===== src/rtl/fcs_pkg.sv =====
package fcs_pkg;
  localparam int REG_W     = 8;
  localparam int BIT_DONE  = 7;
  localparam int ERR_LSB   = 4;
  localparam int NUM_ERR   = 3;
  localparam int IDX_PVIOL = 0;
  localparam int IDX_ACC   = 1;
  localparam int IDX_RDCOL = 2;
  localparam int BIT_RES   = 0;

  typedef struct packed {
    logic                done;
    logic [NUM_ERR-1:0]  err;
    logic                result;
  } status_t;

  function automatic logic [REG_W-1:0] pack_status(input status_t s);
    logic [REG_W-1:0] v;
    v = '0;
    v[BIT_DONE] = s.done;
    v[ERR_LSB +: NUM_ERR] = s.err;
    v[BIT_RES] = s.result;
    return v;
  endfunction

  function automatic logic launch_allowed(input logic done_q,
                                          input logic [NUM_ERR-1:0] err);
    return done_q && !err[IDX_ACC] && !err[IDX_PVIOL];
  endfunction
endpackage


===== src/rtl/fcs_flag_cell.sv =====
module fcs_flag_cell (
  input  logic clk,
  input  logic rst_n,
  input  logic hw_set,
  input  logic sw_clr,
  output logic q
);
  always_ff @(posedge clk or negedge rst_n) begin
    if (!rst_n)      q <= 1'b0;
    else if (hw_set) q <= 1'b1;
    else if (sw_clr) q <= 1'b0;
  end

  assert_clear_R2: assert property (@(posedge clk) disable iff (!rst_n)
    sw_clr && !hw_set |=> !q);
  assert_set_wins_R9: assert property (@(posedge clk) disable iff (!rst_n)
    hw_set |=> q);
endmodule


===== src/rtl/fcs_launch_ctrl.sv =====
module fcs_launch_ctrl
  import fcs_pkg::*;
(
  input  logic               clk,
  input  logic               rst_n,
  input  logic               wr_launch,
  input  logic               done_q,
  input  logic [NUM_ERR-1:0] err_q,
  output logic               launch_req,
  output logic               launch
);
  assign launch_req = wr_launch && launch_allowed(done_q, err_q);

  always_ff @(posedge clk or negedge rst_n) begin
    if (!rst_n) launch <= 1'b0;
    else        launch <= launch_req;
  end

  assert_one_cycle_R5: assert property (@(posedge clk) disable iff (!rst_n)
    launch |=> !launch);
  assert_block_R6: assert property (@(posedge clk) disable iff (!rst_n)
    launch |-> $past(!err_q[IDX_ACC] && !err_q[IDX_PVIOL]));
  assert_busy_R7: assert property (@(posedge clk) disable iff (!rst_n)
    launch |-> $past(done_q));
endmodule


===== src/rtl/fcs_done_track.sv =====
module fcs_done_track (
  input  logic clk,
  input  logic rst_n,
  input  logic end_evt,
  input  logic launch_req,
  input  logic ee_hold,
  output logic done_q
);
  always_ff @(posedge clk or negedge rst_n) begin
    if (!rst_n)                     done_q <= 1'b0;
    else if (end_evt)               done_q <= 1'b1;
    else if (launch_req || ee_hold) done_q <= 1'b0;
  end

  assert_end_sets_R8: assert property (@(posedge clk) disable iff (!rst_n)
    end_evt |=> done_q);
  assert_ee_hold_R10: assert property (@(posedge clk) disable iff (!rst_n)
    ee_hold && !end_evt |=> !done_q);
  assert_stays_low_R5: assert property (@(posedge clk) disable iff (!rst_n)
    !done_q && !end_evt |=> !done_q);
endmodule


===== src/rtl/fcmd_status.sv =====
module fcmd_status
  import fcs_pkg::*;
(
  input  logic             clk,
  input  logic             rst_n,
  input  logic             wr_en,
  input  logic [REG_W-1:0] wr_data,
  output logic [REG_W-1:0] rd_data,
  input  logic             eng_done,
  input  logic             eng_result,
  input  logic             eng_rdcol,
  input  logic             eng_acc_err,
  input  logic             eng_prot_viol,
  input  logic             ee_write_ok,
  input  logic             ee_record_done,
  input  logic             irq_en,
  output logic             launch,
  output logic             irq
);
  logic [NUM_ERR-1:0] err_set;
  logic [NUM_ERR-1:0] err_q;
  logic               done_q;
  logic               result_q;
  logic               launch_req;
  logic               end_evt;
  logic               wr_launch;
  status_t            st;

  assign err_set[IDX_PVIOL] = eng_prot_viol;
  assign err_set[IDX_ACC]   = eng_acc_err;
  assign err_set[IDX_RDCOL] = eng_rdcol;

  for (genvar i = 0; i < NUM_ERR; i++) begin : g_err
    fcs_flag_cell u_flag (
      .clk    (clk),
      .rst_n  (rst_n),
      .hw_set (err_set[i]),
      .sw_clr (wr_en && wr_data[ERR_LSB+i]),
      .q      (err_q[i])
    );
  end

  assign wr_launch = wr_en && wr_data[BIT_DONE];
  assign end_evt   = eng_done || eng_acc_err || eng_prot_viol || ee_record_done;

  fcs_launch_ctrl u_launch (
    .clk        (clk),
    .rst_n      (rst_n),
    .wr_launch  (wr_launch),
    .done_q     (done_q),
    .err_q      (err_q),
    .launch_req (launch_req),
    .launch     (launch)
  );

  fcs_done_track u_done (
    .clk        (clk),
    .rst_n      (rst_n),
    .end_evt    (end_evt),
    .launch_req (launch_req),
    .ee_hold    (ee_write_ok),
    .done_q     (done_q)
  );

  always_ff @(posedge clk or negedge rst_n) begin
    if (!rst_n)        result_q <= 1'b0;
    else if (eng_done) result_q <= eng_result;
  end

  assign st.done   = done_q;
  assign st.err    = err_q;
  assign st.result = result_q;
  assign rd_data   = pack_status(st);
  assign irq       = done_q && irq_en;

  assert_reserved_R3: assert property (@(posedge clk) disable iff (!rst_n)
    wr_en && (wr_data[3:1] != 3'b000) |=> rd_data[3:1] == 3'b000);
  assert_result_hold_R4: assert property (@(posedge clk) disable iff (!rst_n)
    !eng_done && wr_en && (wr_data[BIT_RES] != rd_data[BIT_RES]) |=> $stable(rd_data[BIT_RES]));
  assert_err_ends_R8: assert property (@(posedge clk) disable iff (!rst_n)
    eng_acc_err |=> rd_data[BIT_DONE] && rd_data[ERR_LSB+IDX_ACC]);
  assert_irq_R11: assert property (@(posedge clk) disable iff (!rst_n)
    irq |-> rd_data[BIT_DONE]);
endmodule


===== config.mk =====
export PLATFORM = sky130hd
export DESIGN_NAME = fcmd_status
export DESIGN_NICKNAME = d
export VERILOG_FILES = /design/src/rtl/fcs_pkg.sv /design/src/rtl/fcs_flag_cell.sv /design/src/rtl/fcs_launch_ctrl.sv /design/src/rtl/fcs_done_track.sv /design/src/rtl/fcmd_status.sv
export SDC_FILE = /design/constraint.sdc
export NUM_CORES = 1
export LEC_CHECK = 0
export BUFFER_PORTS_ARGS = -buffer_cell sky130_fd_sc_hd__buf_2
export CELL_PAD_IN_SITES_DETAIL_PLACEMENT = 1
export CELL_PAD_IN_SITES_GLOBAL_PLACEMENT = 1
export CORE_AREA = 2 2 40 42
export DETAILED_ROUTE_END_ITERATION = 7
export DIE_AREA = 0 0 42 44
export GPL_TIMING_DRIVEN = 0
export PLACE_DENSITY_LB_ADDON = 0.1
export SYNTH_ARGS = -nofsm -noshare
export SYNTH_HDL_FRONTEND = slang
export SYNTH_HIERARCHICAL = 1
export SYNTH_SLANG_ARGS = --single-unit

===== constraint.sdc =====
create_clock -name clk -period 1.34 [get_ports clk]
set_clock_uncertainty 0.2 [all_clocks]
set_input_delay 0.067 -clock clk [delete_from_list [all_inputs] [get_ports clk]]
set_output_delay 0.067 -clock clk [all_outputs]
set_load 0.005 [all_outputs]

=== Yosys cells after proc, flatten, opt, wreduce, memory -nomap -nowiden ===
Cells that the tools add are included.

* Output and inout port bits: 10
* Bits in registers: 6

* Multiplexer cells: 8
* Reduce and logical (&&, ||, !) cells: 18

{| class="wikitable"
|+ Operators with widths
! kind !! count
|-
| 1-bit logical AND || 8
|-
| 1-bit two-way mux || 8
|-
| 2-bit nonzero test || 4
|-
| 1-bit logical OR || 4
|-
| 1-bit zero test || 2
|}

=== Logic depth before layout (Yosys ltp) ===
* Word-level depth: 7
* Depth in mapped cells: 4
* Gate-level depth less buffers: 4

=== Modules after synthesis ===
Netlist, hierarchy kept.

{| class="wikitable"
|+ Modules (own cells, without submodules)
! module !! seq. area each (µm²) !! times used !! cells each !! area an instance (µm²)
|-
| fcmd_status || 25.0 || 1 || 14 || 116.4
|-
| fcs_flag_cell || 25.0 || 3 || 3 || 36.3
|-
| fcs_launch_ctrl || 25.0 || 1 || 2 || 37.5
|-
| fcs_done_track || 25.0 || 1 || 3 || 36.3
|}

=== Worst setup path after synthesis ===
No wires, ideal clock.

* Path kind: register to register
* Start point: register g_err[0].u_flag.q
* End point: register u_done.done_q
* Stages on the path, launching flop included: 4
* Buffers on the path: 0
* Arrival time: 0.862 ns
* Data required time: 1.022 ns
* Slack: 0.160 ns
* Path through: dfrtp_1 > and4bb_2 > nor2_1 > a21o_1

* Word-level cells in the longest chain between the ends: 5

{| class="wikitable"
|+ Ends and longest elaborated chain
! what !! line !! source
|-
| start: declaration || fcs_flag_cell.sv:6 || <nowiki>output logic q</nowiki>
|-
| start signal: assignment || fcs_flag_cell.sv:9 || <nowiki>if (!rst_n) q <= 1'b0;</nowiki>
|-
| start signal: assignment || fcs_flag_cell.sv:10 || <nowiki>else if (hw_set) q <= 1'b1;</nowiki>
|-
| start signal: assignment || fcs_flag_cell.sv:11 || <nowiki>else if (sw_clr) q <= 1'b0;</nowiki>
|-
| 1-bit zero test || fcs_pkg.sv:28 || <nowiki>return done_q && !err[IDX_ACC] && !err[IDX_PVIOL];</nowiki>
|-
| 1-bit logical AND || fcs_pkg.sv:28 ||
|-
| 1-bit logical AND || fcs_launch_ctrl.sv:12 || <nowiki>assign launch_req = wr_launch && launch_allowed(done_q, err_q);</nowiki>
|-
| named net launch_req || fcmd_status.sv:24 || <nowiki>logic launch_req;</nowiki>
|-
| 1-bit logical OR || fcs_done_track.sv:12 || <nowiki>else if (launch_req || ee_hold) done_q <= 1'b0;</nowiki>
|-
| 2-bit nonzero test (no line) || n/a ||
|-
| end signal: assignment || fcs_done_track.sv:10 || <nowiki>if (!rst_n) done_q <= 1'b0;</nowiki>
|-
| end signal: assignment || fcs_done_track.sv:11 || <nowiki>else if (end_evt) done_q <= 1'b1;</nowiki>
|-
| end signal: assignment || fcs_done_track.sv:12 ||
|-
| end: declaration || fcs_done_track.sv:7 || <nowiki>output logic done_q</nowiki>
|}

The timed path passes the listed nets, and every way through them passes these cells.
A chain may end at the register's enable or synchronous reset.

==> report_table.html <==
<table>
<tr><th>Metric</th><th>Value</th></tr>
<tr><th colspan="2">Outcome</th></tr>
<tr><td>Run status</td><td>finished, violations left</td></tr>
<tr><td>Failing checks</td><td>negative hold slack</td></tr>
<tr><th colspan="2">STA</th></tr>
<tr><td>Worst setup slack after layout</td><td>~140 ps</td></tr>
<tr><td>Total negative setup slack</td><td>0 ps</td></tr>
<tr><td>Setup Viol. Count Final</td><td>0</td></tr>
<tr><td>Unrepaired setup endpoints after global routing</td><td>false</td></tr>
<tr><td>Achievable clock frequency</td><td>about 830 MHz</td></tr>
<tr><td>Worst Hold Slack</td><td>-176 ps</td></tr>
<tr><td>Number of hold violations in the final report</td><td>4</td></tr>
<tr><td>Final min period</td><td>1200 ps</td></tr>
<tr><td>Fin crit share</td><td>about nine tenths</td></tr>
<tr><td>Final count of pins violating max slew</td><td>0</td></tr>
<tr><th colspan="2">Hold path</th></tr>
<tr><td>Worst hold path startpoint</td><td>eng_acc_err</td></tr>
<tr><td>Hold/Removal Path Class</td><td>input port to flop</td></tr>
<tr><th colspan="2">Critical path</th></tr>
<tr><td>CP Launch Point</td><td>rst_n</td></tr>
<tr><td>Critical path's top delay family</td><td>buffers and inverters</td></tr>
<tr><td>Data arrival at the endpoint of the critical path</td><td>between 1000 and 1500 ps</td></tr>
<tr><td>CP max stage cell</td><td>dlygate4sd3_1</td></tr>
<tr><td>Dominant cell type by count on the critical path</td><td>dlygate4sd3_1</td></tr>
<tr><td>Critical Path Max Stage Delay</td><td>720 ps</td></tr>
<tr><td>Launch instance of the worst register-to-register path</td><td>g_err[1].u_flag/q$_DFFE_PN0P_</td></tr>
<tr><td>Kind of end point of the critical path</td><td>async pin</td></tr>
<tr><td>Worst path required time</td><td>around 1500 ps</td></tr>
<tr><td>Worst Setup Start Kind</td><td>input port</td></tr>
<tr><td>CP Class</td><td>input port to async pin</td></tr>
<tr><td>Critical path fanouts, max</td><td>6</td></tr>
<tr><td>List of cells traversed by the critical path</td><td>dlygate4sd3_1, buf_2, dlygate4sd3_1</td></tr>
<tr><td>Number of buffers and inverters on the critical path</td><td>3</td></tr>
<tr><th colspan="2">Yosys</th></tr>
<tr><td>Number of synthesized flops with an enable pin</td><td>0</td></tr>
<tr><td>Biggest area consumer among synthesized cells</td><td>dfrtp_1</td></tr>
<tr><td>Synthesized flop and latch total</td><td>6</td></tr>
<tr><td>Most numerous cell in the Yosys netlist</td><td>dfrtp_1</td></tr>
<tr><td>Synth Area per Inst</td><td>approximately 11 µm²</td></tr>
<tr><td>Netlist cell types</td><td>10</td></tr>
<tr><td>Combined area of all synthesized cells</td><td>roughly 300 µm²</td></tr>
<tr><td>Share of synthesized registers carrying an async set or reset</td><td>100%</td></tr>
<tr><td>Proportion of netlist area held by the largest area contributor</td><td>50.2%</td></tr>
<tr><td>Number of cells produced by synthesis</td><td>28</td></tr>
<tr><td>Commonest cells in the netlist</td><td>6 x dfrtp_1, 5 x and2_1, 5 x buf_4, 4 x a21o_1, 3 x inv_1</td></tr>
<tr><td>Leading post-synthesis cells by cell area</td><td>dfrtp_1 50%, buf_4 13%, and2_1 10%, a21o_1 10%, and4bb_2 4.2%</td></tr>
<tr><td>Warnings, synthesis</td><td>6</td></tr>
<tr><td>Proportion of synthesized chip area in sequential cells</td><td>between 50% and 60%</td></tr>
<tr><td>Main synth FF type</td><td>dfrtp_1</td></tr>
<tr><th colspan="2">Floorplanning</th></tr>
<tr><td>Number of ports placed on the die boundary</td><td>29</td></tr>
<tr><td>Core Rows</td><td>14</td></tr>
<tr><td>Vertical die dimension</td><td>~44 µm</td></tr>
<tr><td>Floorplan Core Area</td><td>approximately 1400 µm²</td></tr>
<tr><td>Die span in x</td><td>~42 µm</td></tr>
<tr><td>Die area</td><td>between 1500 and 2000 µm²</td></tr>
<tr><td>Initial cell density of the core</td><td>between 20% and 30%</td></tr>
<tr><th colspan="2">Power</th></tr>
<tr><td>Maximum vdd drop</td><td>around 310 µV</td></tr>
<tr><td>Static Leakage</td><td>between 0.2 and 0.3 nW</td></tr>
<tr><td>Clock network power share</td><td>38.4%</td></tr>
<tr><td>Switching power of the nets</td><td>~0.00010 W</td></tr>
<tr><td>Pwr dens</td><td>about 900 nW/µm²</td></tr>
<tr><td>Share of power burned in registers</td><td>43.7%</td></tr>
<tr><td>Cell-internal power</td><td>about 0.00035 W</td></tr>
<tr><td>Fraction of power consumed by combinational cells</td><td>between 10% and 20%</td></tr>
<tr><td>Switch share</td><td>23.3%</td></tr>
<tr><th colspan="2">Finish</th></tr>
<tr><td>Combined area of the multi-input logic cells</td><td>approximately 110 µm²</td></tr>
<tr><td>Final cell area excluding filler cells</td><td>502 µm²</td></tr>
<tr><td>Count of fill cells added during filler insertion</td><td>180</td></tr>
<tr><td>Ratio of cells with drive above 1 in the final layout</td><td>between 50% and 60%</td></tr>
<tr><td>Register area</td><td>150 µm²</td></tr>
<tr><td>Number of nets in the layout</td><td>between 70 and 80</td></tr>
<tr><td>P&amp;R area growth vs syn</td><td>67.8%</td></tr>
<tr><td>Count of antenna diodes in the layout</td><td>0</td></tr>
<tr><th colspan="2">Clock tree</th></tr>
<tr><td>Clock tree from TritonCTS</td><td>built</td></tr>
<tr><td>Longest Clk Path Bufs</td><td>2</td></tr>
<tr><td>Postcts setup bufs</td><td>0</td></tr>
<tr><td>Sink count of the clock tree</td><td>6</td></tr>
<tr><td>Clock insertion delay at the later pin of the skew report</td><td>between 200 and 300 ps</td></tr>
<tr><td>Clock-pin slew on the worst setup and hold paths</td><td>~50 ps</td></tr>
<tr><td>H-tree depth</td><td>1</td></tr>
<tr><td>Root Driver</td><td>clkbuf_4</td></tr>
<tr><td>Clock buffer count from CTS</td><td>3</td></tr>
<tr><td>Quantity of hold-fixing buffers added after cts</td><td>5</td></tr>
<tr><th colspan="2">Place</th></tr>
<tr><td>Weighted congestion at the end of routability-driven global placement</td><td>0.636</td></tr>
<tr><td>Instance area after placement</td><td>between 400 and 500 µm²</td></tr>
<tr><td>Detailed Place HPWL</td><td>approximately 640 µm</td></tr>
<tr><td>DP Worst Slack</td><td>137 ps</td></tr>
<tr><td>Number of buffers inserted by port buffering</td><td>21</td></tr>
<tr><th colspan="2">Global routing</th></tr>
<tr><td>Initial antenna violation count</td><td>0</td></tr>
<tr><td>Congestion Overflow GR</td><td>0</td></tr>
<tr><td>Global-route total usage across every layer</td><td>9.81%</td></tr>
<tr><td>Pin count of the biggest net entering global routing</td><td>7</td></tr>
<tr><td>Wire length of the first global-routing pass</td><td>about 1300 µm</td></tr>
<tr><td>Vias in the first global route</td><td>between 300 and 400</td></tr>
<tr><th colspan="2">Route</th></tr>
<tr><td>DRC</td><td>0</td></tr>
<tr><td>Via total after detailed routing</td><td>between 200 and 300</td></tr>
<tr><td>Number of DRC markers after the initial detailed-route iteration</td><td>1</td></tr>
<tr><td>Average routed wire per standard cell</td><td>10.4 µm</td></tr>
<tr><td>Antenna-violating nets left</td><td>0</td></tr>
<tr><td>Vias/cell</td><td>~4.0</td></tr>
<tr><td>DRT Pass-1 Iters</td><td>2</td></tr>
<tr><td>Detailed-route wire length</td><td>~770 µm</td></tr>
<tr><th colspan="2">Run</th></tr>
<tr><td>Number of max-capacitance violations reported</td><td>0</td></tr>
</table>
[layout make-up]
cell class                 count  share of cell area [%]
buffer                         5                    7.48
clock buffer                   3                    4.49
sequential                     6                    29.9
tap                           16                    3.99
timing repair buffer          25                    30.4
inverter                       3                    2.24
multi-input combinational     16                    21.4
[timing repair]
| action | 4_1_cts | 5_1_grt |
|---|---|---|
| endpoints found under the hold margin | 11 | 4 |
| gates resized for setup | 0 | 1 |
| endpoints found under the setup margin | 0 | 1 |
[per-layer routing]
| metal | part of all wire, % | vias up | track usage [%] | wire (µm) |
|---|---|---|---|---|
| met3 | 8.0 | 2 | 2.92 | 61 |
| met5 | 0 | - | 0 | 0 |
| met4 | 1.3 | 0 | 9.68 | 10 |
| li1 | - | 144 | - | - |
| met1 | 37 | 135 | 9.95 | 283 |
| met2 | 54 | 12 | 15.9 | 411 |
[worst paths after layout]
| kind | endpoint | slack (ps) | depth (start not counted) |
|---|---|---|---|
| max in group clk | u_done/done_q$_DFFE_PN0P_ | 140 | 3 |
| min | g_err[1].u_flag/q$_DFFE_PN0P_ | -180 | 2 |
| min reg2reg | g_err[2].u_flag/q$_DFFE_PN0P_ | 280 | 1 |
| min in group asynchronous | g_err[2].u_flag/q$_DFFE_PN0P_ | 560 | 3 |
| max reg2reg | u_done/done_q$_DFFE_PN0P_ | 140 | 3 |
| max | result_q$_DFFE_PN0P_ | 140 | 3 |
[layout by cell type (no fill, tap or decap)]
cell,n
and2_1,5
and4bb_2,1
or4_1,1
buf_2,20
a21o_1,4
dfrtp_1,6
clkbuf_4,3
mux2_2,1
conb_1,3
inv_1,3
buf_4,5
nor2_1,1
dlygate4sd3_1,4
dlymetal6s4s_1,1
[registers in the layout, summed over array words and instances (netlist names)]
name / flops
g_err.u_flag/q: 3
result_q: 1
u_launch/launch: 1
u_done/done_q: 1
[stage by stage]
| stage | util (%) | total power, W | std cells |
|---|---|---|---|
| 4_1_cts | 35.5 | 0.000460 | 75 |
| 2_1_floorplan | - | 0.000231 | 30 |
| 3_5_place_dp | 30.4 | 0.000272 | 67 |
| 6_report | 35.4 | 0.000451 | 74 |
| 5_1_grt | 35.4 | 0.000483 | 74 |
| 3_3_place_gp | 30.4 | 0.000268 | 67 |
[kinds of logic after synthesis]
logic type / Yosys count / synth area share, %
AND/OR/NAND/NOR: 8 / 18.4
buffers and inverters: 8 / 16.3
flip-flops: 6 / 50.2
AO/OA/AOI/OAI: 4 / 10.0
multiplexers: 1 / 3.77
other: 1 / 1.25
[power by group through the flow]
stage / logic (W) / registers (W) / clock network, W
after floorplan: 0.0000315 / 0.000200 / 0
after global placement: 0.0000686 / 0.000200 / 0
after detailed placement: 0.0000715 / 0.000200 / 0
after CTS: 0.0000824 / 0.000197 / 0.000180
after global routing: 0.0000900 / 0.000198 / 0.000195
final: 0.0000807 / 0.000197 / 0.000174
(Power assumes the default switching activity.)
